`config.mk`:
```
export PLATFORM = sky130hd
export DESIGN_NAME = periph_clk_ctrl
export DESIGN_NICKNAME = d
export VERILOG_FILES = /design/src/rtl/pcc_pkg.sv /design/src/rtl/pcc_regs.sv /design/src/rtl/pcc_src_mux.sv /design/src/rtl/pcc_frac_div.sv /design/src/rtl/periph_clk_ctrl.sv
export SDC_FILE = /design/constraint.sdc
export NUM_CORES = 1
export LEC_CHECK = 0
export CELL_PAD_IN_SITES_DETAIL_PLACEMENT = 0
export CELL_PAD_IN_SITES_GLOBAL_PLACEMENT = 1
export CORE_AREA = 2 2 78 80
export DETAILED_ROUTE_END_ITERATION = 10
export DIE_AREA = 0 0 80 82
export PLACE_DENSITY_LB_ADDON = 0.1
export SYNTH_ARGS = -nofsm -noshare
export SYNTH_HDL_FRONTEND = slang
export SYNTH_SLANG_ARGS = --single-unit
```
`constraint.sdc`:
```
create_clock -name clk -period 2.8 [get_ports clk]
set_clock_uncertainty 0.2 [all_clocks]
set_input_delay 0.28 -clock clk [delete_from_list [all_inputs] [get_ports clk]]
set_output_delay 0.28 -clock clk [all_outputs]
set_load 0.01 [all_outputs]
```
`src/rtl/pcc_pkg.sv`:
```
package pcc_pkg;
   // Field positions that software decodes; fixed by the register layout.
   localparam int GATE_BIT = 30;
   localparam int REL_BIT  = 28;
   localparam int SEL_LSB  = 24;
   localparam int FRAC_LSB = 3;
   localparam int DIV_LSB  = 0;
   localparam int WORD_W   = 32;
endpackage

```
`src/rtl/pcc_regs.sv`:
```
module pcc_regs
   import pcc_pkg::*;
#(
   parameter int SEL_W  = 3,
   parameter int FRAC_W = 1,
   parameter int DIV_W  = 3
) (
   input  logic              clk,
   input  logic              rst_n,
   input  logic              wr_en,
   input  logic [WORD_W-1:0] wr_data,
   output logic              gate,
   output logic              rel,
   output logic [SEL_W-1:0]  sel,
   output logic [FRAC_W-1:0] frac,
   output logic [DIV_W-1:0]  div,
   output logic [WORD_W-1:0] rd_data
);
   always_ff @(posedge clk or negedge rst_n) begin
      if (!rst_n) begin
         gate <= 1'b0;
         rel  <= 1'b0;
         sel  <= '0;
         frac <= '0;
         div  <= '0;
      end else if (wr_en) begin
         gate <= wr_data[GATE_BIT];
         rel  <= wr_data[REL_BIT];
         // Rate and source fields only move while the output is gated off.
         if (!gate) begin
            sel  <= wr_data[SEL_LSB  +: SEL_W];
            frac <= wr_data[FRAC_LSB +: FRAC_W];
            div  <= wr_data[DIV_LSB  +: DIV_W];
         end
      end
   end

   always_comb begin
      rd_data                      = '0;
      rd_data[GATE_BIT]            = gate;
      rd_data[REL_BIT]             = rel;
      rd_data[SEL_LSB  +: SEL_W]   = sel;
      rd_data[FRAC_LSB +: FRAC_W]  = frac;
      rd_data[DIV_LSB  +: DIV_W]   = div;
   end

   // with the gate on, protected fields hold for the next cycle
   p_lock_fields_r3: assert property (@(posedge clk) disable iff (!rst_n)
      gate |=> ($stable(sel) && $stable(frac) && $stable(div)));

   // a gate-clearing write still cannot move protected fields
   p_two_step_r9: assert property (@(posedge clk) disable iff (!rst_n)
      (gate && wr_en && !wr_data[GATE_BIT]) |=> (!gate && $stable(div) && $stable(sel)));
endmodule

```
`src/rtl/pcc_src_mux.sv`:
```
module pcc_src_mux #(
   parameter int SEL_W = 3,
   localparam int NUM_SRC = 1 << SEL_W
) (
   input  logic [NUM_SRC-1:0] src_tick,
   input  logic [SEL_W-1:0]   sel,
   output logic               tick_o
);
   logic [NUM_SRC-1:0] hit;

   generate
      for (genvar g = 0; g < NUM_SRC; g++) begin : g_leg
         assign hit[g] = src_tick[g] && (sel == g[SEL_W-1:0]);
      end
   endgenerate

   assign tick_o = |hit;

   // at most one leg of the AND-OR select is live
   always_comb begin
      a_one_leg_r6: assert ($onehot0(hit));
   end
endmodule

```
`src/rtl/pcc_frac_div.sv`:
```
module pcc_frac_div #(
   parameter int FRAC_W = 1,
   parameter int DIV_W  = 3,
   localparam int ACC_W = ((DIV_W > FRAC_W) ? DIV_W : FRAC_W) + 2
) (
   input  logic              clk,
   input  logic              rst_n,
   input  logic              en,
   input  logic              src_tick,
   input  logic [FRAC_W-1:0] num_code,
   input  logic [DIV_W-1:0]  den_code,
   output logic              tick_o
);
   logic [ACC_W-1:0] acc;
   logic [ACC_W-1:0] num;
   logic [ACC_W-1:0] den;
   logic [ACC_W-1:0] sum;
   logic             reach;

   assign num   = ACC_W'(num_code) + ACC_W'(1);
   assign den   = ACC_W'(den_code) + ACC_W'(1);
   assign sum   = acc + num;
   assign reach = (sum >= den);

   always_ff @(posedge clk or negedge rst_n) begin
      if (!rst_n) begin
         acc    <= '0;
         tick_o <= 1'b0;
      end else if (!en) begin
         acc    <= '0;
         tick_o <= 1'b0;
      end else begin
         tick_o <= src_tick && reach;
         if (src_tick) begin
            if (num > den)  acc <= '0;          // clamp: one tick per source tick
            else if (reach) acc <= sum - den;
            else            acc <= sum;
         end
      end
   end

   // accumulator never holds a full denominator
   p_acc_bound_r5: assert property (@(posedge clk) disable iff (!rst_n)
      acc < den);

   // gate off clears phase and silences output
   p_gate_off_quiet_r4: assert property (@(posedge clk) disable iff (!rst_n)
      !en |=> (!tick_o && acc == '0));

   // every output tick follows a sampled source tick
   p_tick_latency_r10: assert property (@(posedge clk) disable iff (!rst_n)
      tick_o |-> $past(src_tick && en));
endmodule

```
`src/rtl/periph_clk_ctrl.sv`:
```
module periph_clk_ctrl
   import pcc_pkg::*;
#(
   parameter int SEL_W  = 3,
   parameter int FRAC_W = 1,
   parameter int DIV_W  = 3,
   localparam int NUM_SRC = 1 << SEL_W
) (
   input  logic               clk,
   input  logic               rst_n,
   input  logic               wr_en,
   input  logic [31:0]        wr_data,
   output logic [31:0]        rd_data,
   input  logic [NUM_SRC-1:0] src_tick,
   output logic               out_tick,
   output logic               periph_rst_n
);
   generate
      if (SEL_W < 1 || SEL_LSB + SEL_W > REL_BIT)
         $error("source select width does not fit its field");
      if (FRAC_W < 1 || FRAC_LSB + FRAC_W > SEL_LSB)
         $error("numerator width does not fit its field");
      if (DIV_W < 1 || DIV_LSB + DIV_W > FRAC_LSB)
         $error("denominator width does not fit its field");
   endgenerate

   logic              gate;
   logic              rel;
   logic [SEL_W-1:0]  sel;
   logic [FRAC_W-1:0] frac;
   logic [DIV_W-1:0]  div;
   logic              sel_tick;

   pcc_regs #(.SEL_W(SEL_W), .FRAC_W(FRAC_W), .DIV_W(DIV_W)) u_regs (
      .clk     (clk),
      .rst_n   (rst_n),
      .wr_en   (wr_en),
      .wr_data (wr_data),
      .gate    (gate),
      .rel     (rel),
      .sel     (sel),
      .frac    (frac),
      .div     (div),
      .rd_data (rd_data)
   );

   pcc_src_mux #(.SEL_W(SEL_W)) u_mux (
      .src_tick (src_tick),
      .sel      (sel),
      .tick_o   (sel_tick)
   );

   pcc_frac_div #(.FRAC_W(FRAC_W), .DIV_W(DIV_W)) u_div (
      .clk      (clk),
      .rst_n    (rst_n),
      .en       (gate),
      .src_tick (sel_tick),
      .num_code (frac),
      .den_code (div),
      .tick_o   (out_tick)
   );

   assign periph_rst_n = rel;

   // reset release follows the written bit one cycle later
   p_rst_follow_r8: assert property (@(posedge clk) disable iff (!rst_n)
      wr_en |=> (periph_rst_n == $past(wr_data[REL_BIT])));

   // never more than one output tick per sampled selected tick
   p_clamp_r7: assert property (@(posedge clk) disable iff (!rst_n)
      out_tick |-> $past(sel_tick));
endmodule

```
==> results.ini, run 1 <==
[status]
outcome=completed

[final_layout]
final_util_pct=32.34
final_nets=229
antenna_cells=0
nFillCells=594
syn_to_final_growth_pct=40.76
drive_gt1_share_pct=28.74
fin_area_um2=1858
stdcell_count=249

[critical_path]
path_buf_inv=3
critPathMaxFanout=3
cp_top_family=adder cells
worstSetupStartpointType=flip-flop
max_stage_delay_ns=0.54
path_class=flip-flop to flip-flop
cp_slowest_cell=fa_2
crit_chain=inv_2 > ha_4 > inv_2 > fa_2 > inv_4 > ha_4 > or2b_4 > a21oi_4 > nand3b_1 > mux2_4 > o21ai_2
worstPathRequired_ns=2.78
arrival_ns=2.75
endpoint_kind=flip-flop

[global_routing]
antenna_found_initial=0
gr-total-overflow=0
grt_start_max_net_pins=16
grt_pass1_vias=1086
track_usage_pct=9.752
grt_pass1_wl_um=5016

[placed_design]
place_area_um2=1719
hpwl_um=2479
port_buffers=30
dp.cells=244
place_congestion=0.7705

[route]
drtIter0Drc=38
wirelength_um=3018
wl_per_cell_um=12.12
drt_pass1_iterations=4
ant_nets=0
drc=0
via_per_inst=4.048
via_count=1008

[die]
rows=28
num_io_pins=77
initial_core_util_pct=22.97
die-width_um=80
die_y_um=82
fp.dieArea_um2=6560
core_um2=5746

[power]
peakVddDrop_mv=0.4277
p_leak_uw=0.0008149
p_per_area_nw_per_um2=961.6

[sta]
setup_viol=0
fmax_ghz=0.3600
slew_headroom_pct=51.51
period_minus_slack_ns=2.778
tightest_slew_ns=0.7250
slew_violations=0
hold_viol=0
fin_crit_sh_pct=99.20
rsz0062_at_grt=true

[clocking]
insertion_delay_ns=0.24
postCtsHoldBufs=0
cts_max_path_buffers=2
clk_pin_slew_ns=0.06
root_buffer=clkbuf_8
htree_levels=1
cts_tree=yes
cts.sinks=15
cts_made_buffers=3

[logic_synthesis]
ys_warn_count=0
ys_ff_latch=15
yosys-top-cells-count=buf_4 (26), dfrtp_1 (15), nand2_1 (10)
avgSynthCellArea_um2=9.925
synth_most_common_cell=buf_4
synthCells=133
synth_top_area_share_pct=28.44
ys.flop_type=dfrtp_1
synth_area_leaders=dfrtp_1 (28%), buf_4 (15%), ha_1 (8.5%)
ys_seq_area_share_pct=28.44
synth.distinct_cells=37
synth_edf_count=0
yosys.area.top_type=dfrtp_1
synth_area_um2=1320
ys_async_sr_fraction_pct=100.0

[flow_run]
maxCapViolCount=0

[worst_hold_path]
worstHoldPathType=input port to async pin

## layout by cell type, fill, tap and decap left out, types with 2 or more instances in the layout
| master | count |
|---|---|
| xor2_2 | 2 |
| mux2_2 | 7 |
| a21o_1 | 2 |
| nand3_1 | 2 |
| xnor2_2 | 2 |
| buf_4 | 12 |
| dfrtp_1 | 15 |
| nor2_1 | 5 |
| a21oi_1 | 3 |
| inv_1 | 6 |
| o21ai_2 | 2 |
| inv_2 | 2 |
| ha_1 | 5 |
| clkbuf_8 | 3 |
| o21ai_0 | 6 |
| conb_1 | 23 |
| o21a_1 | 3 |
| nand2_1 | 10 |
| mux4_1 | 2 |
| nand3b_1 | 2 |
| ha_4 | 4 |
| clkdlybuf4s50_1 | 30 |
| fa_2 | 2 |
## report_power, final
| group | switching [µW] | internal, µW | total, µW |
|---|---|---|---|
| Clock | 75.5 | 101 | 176 |
| Sequential | 57.4 | 264 | 321 |
| Combinational | 588 | 701 | 1290 |
## per-stage QoR
step	total power [µW]	setup WS (ns)	setup TNS [ns]	hold WS [ns]
3_5_place_dp	1425	-0.05533	-0.1043	0.3310
2_1_floorplan	1063	0.002872	0	-0.2156
3_3_place_gp	1422	-0.05908	-0.1077	0.2978
5_1_grt	1952	-0.07915	-0.1596	0.3296
6_report	1787	0.02240	0	0.2686
4_1_cts	1691	0.001885	0	0.3072
## timing repair
item / CTS / global route
setup endpoints to repair: 2 / 5
setup buffers: 1 / 0
pin swaps: 5 / 2
resized for setup: 5 / 12
## flip-flops by register name, summed over array words and instances, names as in the netlist
signal,cells
u_div.acc,5
u_div.tick_o,1
u_regs.div,3
u_regs.frac,1
u_regs.gate,1
u_regs.rel,1
u_regs.sel,3
## per-layer routing
layer  up-vias  GRT usage [%]  part of all wire [%]
li1        493              -                     -
met2        34          17.83                    50
met3         2          1.758                   5.2
met5         -              0                     0
met1       479          11.76                    44
met4         0          2.542                  0.40
## cell type report
| class | count | area [µm²] | share of cell area [%] |
|---|---|---|---|
| Multi-Input combinational cell | 104 | 917.1 | 49.36 |
| Timing Repair Buffer | 42 | 390.4 | 21.01 |
| Sequential cell | 15 | 375.4 | 20.20 |
| Tap cell | 75 | 93.84 | 5.051 |
| Clock buffer | 4 | 45.04 | 2.424 |
| Inverter | 9 | 36.28 | 1.953 |
## cells by family after synthesis
kind of cell / count (synthesis) / share of synthesized area [%]
AO/OA/AOI/OAI: 29 / 16.40
XOR/XNOR: 5 / 3.887
adder cells (fa/ha/maj): 11 / 11.56
buffers and inverters: 36 / 17.63
flip-flops: 15 / 28.44
multiplexers: 11 / 11.56
other: 1 / 0.2841
AND/OR/NAND/NOR: 25 / 10.24
## path summary, 6_finish.rpt
path	cells past startpoint	to	from	slack (ns)
setup reg to reg	11	u_div.acc[0]$_DFFE_PN0P_	u_regs.frac$_DFFE_PN0P_	0.02
setup / recovery	11	u_div.acc[0]$_DFFE_PN0P_	u_regs.frac$_DFFE_PN0P_	0.02
hold / removal	1	u_regs.rel$_DFFE_PN0P_	rst_n	0.27
max in group asynchronous	1	u_div.acc[3]$_DFFE_PN0P_	rst_n	1.68
hold reg to reg	2	u_div.acc[0]$_DFFE_PN0P_	u_div.acc[0]$_DFFE_PN0P_	0.34
min in group clk	2	u_div.acc[0]$_DFFE_PN0P_	u_div.acc[0]$_DFFE_PN0P_	0.34
(Power assumes the default switching activity.)
==> run 2: changes to the inputs <==
ABC_CLOCK_PERIOD_IN_PS = 2800   (was default)
==> results of run 2 <==
Same layout as run 1: the final DEF is identical, and so are final timing and power.
